$ cat src/rtl/odarb_pkg.sv
package odarb_pkg;
  typedef enum logic [1:0] {
    DIR_IDLE   = 2'd0,
    DIR_L2R    = 2'd1,
    DIR_R2L    = 2'd2,
    DIR_SETTLE = 2'd3
  } dir_t;
endpackage

$ cat src/rtl/odarb_settle_timer.sv
module odarb_settle_timer #(
  parameter int SETTLE_CYCLES = 8
) (
  input  logic clk,
  input  logic rst,
  input  logic active,
  output logic done
);
  localparam int CW = (SETTLE_CYCLES < 2) ? 1 : $clog2(SETTLE_CYCLES);
  localparam logic [CW-1:0] LAST = CW'(SETTLE_CYCLES - 1);

  logic [CW-1:0] cnt;

  assign done = active && (cnt == LAST);

  always_ff @(posedge clk) begin
    if (rst || !active) cnt <= '0;
    else if (!done)     cnt <= cnt + 1'b1;
  end

  AST_SETTLE_BOUND: assert property (@(posedge clk) disable iff (rst)
    cnt <= LAST);
endmodule

$ cat src/rtl/odarb_dir_fsm.sv
module odarb_dir_fsm
  import odarb_pkg::*;
#(
  parameter int SETTLE_CYCLES = 8
) (
  input  logic clk,
  input  logic rst,
  input  logic en,
  input  logic local_lvl,
  input  logic remote_lvl,
  output logic pull,
  output logic dom,
  output dir_t st
);
  dir_t nst;
  logic settle_done;

  odarb_settle_timer #(.SETTLE_CYCLES(SETTLE_CYCLES)) u_timer (
    .clk    (clk),
    .rst    (rst),
    .active (en && (st == DIR_SETTLE)),
    .done   (settle_done)
  );

  always_comb begin
    nst = st;
    unique case (st)
      DIR_IDLE: begin
        if (!local_lvl)       nst = DIR_L2R;
        else if (!remote_lvl) nst = DIR_R2L;
      end
      DIR_L2R:    if (local_lvl)   nst = DIR_SETTLE;
      DIR_R2L:    if (remote_lvl)  nst = DIR_SETTLE;
      DIR_SETTLE: if (settle_done) nst = DIR_IDLE;
      default:    nst = DIR_IDLE;
    endcase
    if (!en) nst = DIR_IDLE;
  end

  always_ff @(posedge clk) begin
    if (rst) begin
      st   <= DIR_IDLE;
      pull <= 1'b0;
      dom  <= 1'b0;
    end else begin
      st   <= nst;
      pull <= (nst == DIR_R2L);
      dom  <= (nst == DIR_L2R);
    end
  end

  AST_SETTLE_QUIET: assert property (@(posedge clk) disable iff (rst)
    (st == DIR_SETTLE) |-> (!pull && !dom));
  AST_L2R_HOLD: assert property (@(posedge clk) disable iff (rst)
    (en && st == DIR_L2R && !local_lvl) |=> (st == DIR_L2R && dom));
  AST_R2L_HOLD: assert property (@(posedge clk) disable iff (rst)
    (en && st == DIR_R2L && !remote_lvl) |=> (st == DIR_R2L && pull));
  AST_RELEASE_SETTLE: assert property (@(posedge clk) disable iff (rst)
    (en && st == DIR_L2R && local_lvl) |=> (st == DIR_SETTLE));
  AST_LOCAL_PRIO: assert property (@(posedge clk) disable iff (rst)
    (en && st == DIR_IDLE && !local_lvl) |=> (st == DIR_L2R));
endmodule

$ cat src/rtl/odarb_fixed_path.sv
module odarb_fixed_path
  import odarb_pkg::*;
(
  input  logic clk,
  input  logic rst,
  input  logic en,
  input  logic master,
  input  logic local_lvl,
  input  logic remote_lvl,
  output logic pull,
  output logic dom,
  output dir_t st
);
  always_ff @(posedge clk) begin
    if (rst || !en) begin
      pull <= 1'b0;
      dom  <= 1'b0;
      st   <= DIR_IDLE;
    end else if (master) begin
      pull <= 1'b0;
      dom  <= !local_lvl;
      st   <= local_lvl ? DIR_IDLE : DIR_L2R;
    end else begin
      pull <= !remote_lvl;
      dom  <= 1'b0;
      st   <= remote_lvl ? DIR_IDLE : DIR_R2L;
    end
  end

  AST_MASTER_NO_PULL: assert property (@(posedge clk) disable iff (rst)
    (en && master) |=> !pull);
  AST_SLAVE_NO_DOM: assert property (@(posedge clk) disable iff (rst)
    (en && !master) |=> !dom);
endmodule

$ cat src/rtl/odline_dir_arbiter.sv
module odline_dir_arbiter
  import odarb_pkg::*;
#(
  parameter int SETTLE_CYCLES = 8
) (
  input  logic       clk,
  input  logic       rst,
  input  logic       enable,
  input  logic       clk_only,
  input  logic       is_master,
  input  logic       local_lvl,
  input  logic       remote_lvl,
  output logic       local_pull,
  output logic       remote_dom,
  output logic [1:0] dir_state
);
  logic d_pull, d_dom, f_pull, f_dom;
  dir_t d_st, f_st;

  odarb_dir_fsm #(.SETTLE_CYCLES(SETTLE_CYCLES)) u_data (
    .clk        (clk),
    .rst        (rst),
    .en         (enable && !clk_only),
    .local_lvl  (local_lvl),
    .remote_lvl (remote_lvl),
    .pull       (d_pull),
    .dom        (d_dom),
    .st         (d_st)
  );

  odarb_fixed_path u_fixed (
    .clk        (clk),
    .rst        (rst),
    .en         (enable && clk_only),
    .master     (is_master),
    .local_lvl  (local_lvl),
    .remote_lvl (remote_lvl),
    .pull       (f_pull),
    .dom        (f_dom),
    .st         (f_st)
  );

  assign local_pull = clk_only ? f_pull : d_pull;
  assign remote_dom = clk_only ? f_dom  : d_dom;
  assign dir_state  = clk_only ? f_st   : d_st;

  AST_NEVER_BOTH: assert property (@(posedge clk) disable iff (rst)
    !(local_pull && remote_dom));
  AST_DISABLE_RELEASE: assert property (@(posedge clk) disable iff (rst)
    !enable |=> (!local_pull && !remote_dom && dir_state == 2'd0));
endmodule

$ cat config.mk
export PLATFORM = sky130hd
export DESIGN_NAME = odline_dir_arbiter
export DESIGN_NICKNAME = d
export VERILOG_FILES = /design/src/rtl/odarb_pkg.sv /design/src/rtl/odarb_settle_timer.sv /design/src/rtl/odarb_dir_fsm.sv /design/src/rtl/odarb_fixed_path.sv /design/src/rtl/odline_dir_arbiter.sv
export SDC_FILE = /design/constraint.sdc
export NUM_CORES = 1
export LEC_CHECK = 0
export ABC_AREA = 1
export BUFFER_PORTS_ARGS = -buffer_cell sky130_fd_sc_hd__buf_2
export CAP_MARGIN = 20
export CORE_MARGIN = 1.5
export CORE_UTILIZATION = 31
export CTS_BUF_LIST = sky130_fd_sc_hd__clkbuf_16
export CTS_CLUSTER_DIAMETER = 30
export DETAILED_ROUTE_END_ITERATION = 6
export GPL_ROUTABILITY_DRIVEN = 0
export GPL_TIMING_DRIVEN = 0
export SLEW_MARGIN = 10
export SYNTH_ARGS = -nofsm -noshare
export SYNTH_HDL_FRONTEND = slang
export SYNTH_SLANG_ARGS = --single-unit
export TNS_END_PERCENT = 20
$ cat constraint.sdc
create_clock -name clk -period 1.7 [get_ports clk]
set_clock_uncertainty 0.05 [all_clocks]
set_input_delay 0.51 -clock clk [delete_from_list [all_inputs] [get_ports clk]]
set_output_delay 0.51 -clock clk [all_outputs]
set_load 0.005 [all_outputs]
==> impl_metrics.py <==
metrics = {
    "clock_tree": {
        "root_buffer_cell": "sky130_fd_sc_hd__clkbuf_16",
        "hold_buffer_count_at_cts": 0,
        "ctsHtreeMaxLevel": 1,
        "tritoncts.num_buffers": 3,
        "clk-insertion-delay-late_ns": 0.23,
        "cts_tree": "yes",
        "postCtsSetupBuffers": 0,
        "worst_setup_hold_path_clk_slew_ns": 0.04,
        "tritoncts_num_sinks": 9,
        "clock_path_buffers": 2,
        "cts_repair_resize_count": 0,
    },
    "placement": {
        "port_buffers": 10,
        "detailedPlacementHpwl_um": 627,
    },
    "layout": {
        "fin_util_pct": 45.6,
        "layout-drive-gt1-share_pct": 28.0,
        "syn_to_final_growth_pct": 31.1,
        "antenna-diode-count": 0,
        "final_nets": 92,
    },
    "logic_synthesis": {
        "netlist_top_cells_area": "sky130_fd_sc_hd__dfxtp_1 (38%), sky130_fd_sc_hd__nand2_1 (12%), sky130_fd_sc_hd__inv_1 (8.7%), sky130_fd_sc_hd__nor2_1 (7.9%), sky130_fd_sc_hd__ha_1 (5.3%)",
        "synth-seq-area-share_pct": 37.9,
        "synth_area_um2": 475,
        "postSynthNetCount": 77,
        "synth_largest_area_cell": "sky130_fd_sc_hd__dfxtp_1",
        "synth_seq_cells": 9,
        "syn_inst": 68,
        "ys.warnings.count": 0,
        "avgSynthCellArea_um2": 6.99,
        "synth_cell_type_count": 17,
        "synth_top_area_share_pct": 37.9,
    },
    "global_route": {
        "grt_max_degree": 8,
        "antenna_found_initial": 0,
        "globalRouteOverflowTotal": 0,
        "number_of_global_route_vias_before_repair": 415,
        "global_route_wire_length_before_repair_mm": 1.57,
        "grtUsageTotal_pct": 11.9,
    },
    "critical_path": {
        "worstSetupEndpointType": "primary output",
        "critical-path-slowest-cell": "sky130_fd_sc_hd__dfxtp_1",
        "timing.critical_path.arrival_ns": 0.97,
        "critical_path.cell_chain": "inv_1 -> o21ai_0 -> buf_2",
        "critical_path_required_ns": 1.14,
        "setup.worst_path.class": "flop to primary output",
        "startpoint_type": "flop",
        "cp_slowest_stage_delay_ns": 0.36,
        "critical_path_peak_fanout": 4,
    },
    "timing": {
        "finalCriticalPeriod_ns": 1.53,
        "timing.final.max_slew_violations": 0,
        "setup_repair_after_global_routing_missed_its_margin": "no",
        "remaining_max_slew_budget_at_the_tightest_pin_pct": 83.2,
        "fin_worst_hold_slack_ns": 0.409,
        "timing.setup.tns_ns": 0,
        "tightest_slew_ns": 0.252,
        "fmax_mhz": 655,
        "setup_viol": 0,
        "final_hold_viol_count": 0,
        "layout_worst_path_cycle_share_pct": 89.7,
    },
    "drt": {
        "route.final.wire_length_um": 915,
        "post_drt_wl_per_cell_um": 9.43,
        "vias": 434,
        "drt-vias-per-instance": 4.47,
        "dr.pass1.iters": 4,
        "final_antenna_net_count": 0,
        "drc": 0,
        "starting_drc_count_in_detailed_routing": 5,
    },
    "status": {
        "run_status": "complete, no violations",
    },
    "floorplan": {
        "design.portCount": 11,
        "design.die.area_um2": 1780,
        "start_util_pct": 34.8,
        "floorplan.rows": 13,
        "core_region_area_um2": 1370,
        "die_x_um": 42.2,
        "die_height_um": 42.2,
    },
    "power": {
        "vdd.ir_drop.worst_uv": 495,
        "fin_total_pwr_w": 0.000663,
        "power_leakage_nw": 0.375,
        "power.density_cell_area_nw_per_um2": 1060,
    },
    "worst_hold_path": {
        "hold_path_class": "primary input to flop",
    },
    "run": {
        "maxCapViolCount": 0,
    },
}
final cells by class:
cell class / instances / area [µm²]
timing repair buffer: 10 / 50.0
clock inverter: 1 / 3.75
tap: 15 / 18.8
fill: 139 / 743
inverter: 13 / 48.8
multi-input combinational: 46 / 246
clock buffer: 3 / 75.1
sequential: 9 / 180
kinds of logic after synthesis:
kind of cell             share of synthesized area (%)
flip-flops                                        37.9
AO/OA/AOI/OAI                                     6.31
adder cells (fa/ha/maj)                           5.26
AND/OR/NAND/NOR                                   38.4
XOR/XNOR                                          1.84
buffers and inverters                             10.3
per-stage QoR:
stage | instance area [µm²] | worst slack, ns | cells
2_1_floorplan | 475 | 0.450 | 68
3_3_place_gp | 544 | 0.189 | 93
3_5_place_dp | 544 | 0.178 | 93
4_1_cts | 623 | 0.156 | 97
5_1_grt | 623 | 0.0991 | 97
6_report | 623 | 0.174 | 97
final timing paths:
kind                    startpoint               endpoint  slack (ns)  cells past startpoint
min reg2reg  u_data.u_timer.cnt[2]  u_data.u_timer.cnt[2]        0.45                      2
max                   u_data.st[1]           dir_state[1]        0.17                      3
max reg2reg  u_data.u_timer.cnt[0]           u_data.st[0]        0.28                      7
min                      is_master           u_fixed.pull        0.41                      2
synth_stat cells (all sizes together):
library cell  number
o211ai             2
nand3              5
nor2              15
dfxtp              9
o21ai              3
inv               13
ha                 2
xor2               1
nand2             17
nor3               1
critical path: cells and delay by family, from the launching register on:
family,cells,cell delay [ns]
buf+inv,2,0.22
flops,1,0.36
compound gates,1,0.15
routing by layer:
metal | track usage, % | up-vias | wire length [µm]
met5 | 0 | - | 0
met4 | 9.38 | 0 | 25
met3 | 2.59 | 4 | 37
met2 | 19.7 | 11 | 436
met1 | 13.0 | 182 | 415
li1 | - | 237 | -
layout by cell type (no fill, tap or decap):
cell type / n
sky130_fd_sc_hd__nand2_1: 15
sky130_fd_sc_hd__inv_1: 12
sky130_fd_sc_hd__nor2_1: 10
sky130_fd_sc_hd__buf_2: 10
sky130_fd_sc_hd__dfxtp_1: 9
sky130_fd_sc_hd__nand3_1: 4
sky130_fd_sc_hd__nor2_2: 4
sky130_fd_sc_hd__clkbuf_16: 3
sky130_fd_sc_hd__o21ai_0: 2
sky130_fd_sc_hd__inv_2: 2
sky130_fd_sc_hd__o211ai_1: 2
sky130_fd_sc_hd__ha_1: 2
sky130_fd_sc_hd__nand2_2: 1
sky130_fd_sc_hd__nor2_4: 1
sky130_fd_sc_hd__nand2_4: 1
sky130_fd_sc_hd__nor3_1: 1
sky130_fd_sc_hd__nand3_2: 1
sky130_fd_sc_hd__o21ai_1: 1
sky130_fd_sc_hd__xor2_1: 1
flip-flops by register name (all words and copies together) (netlist names):
name and flops:
u_data.u_timer.cnt 3, u_data.st 2, u_data.dom 1, u_data.pull 1, u_fixed.dom 1, u_fixed.pull 1
where the power goes:
group	internal (W)	switching [W]
combinational	0.0000152	0.0000245
sequential	0.000215	0.00000134
clock	0.000307	0.0000991
total	0.000538	0.000125
Note: power is estimated with default switching activity, not from simulation.
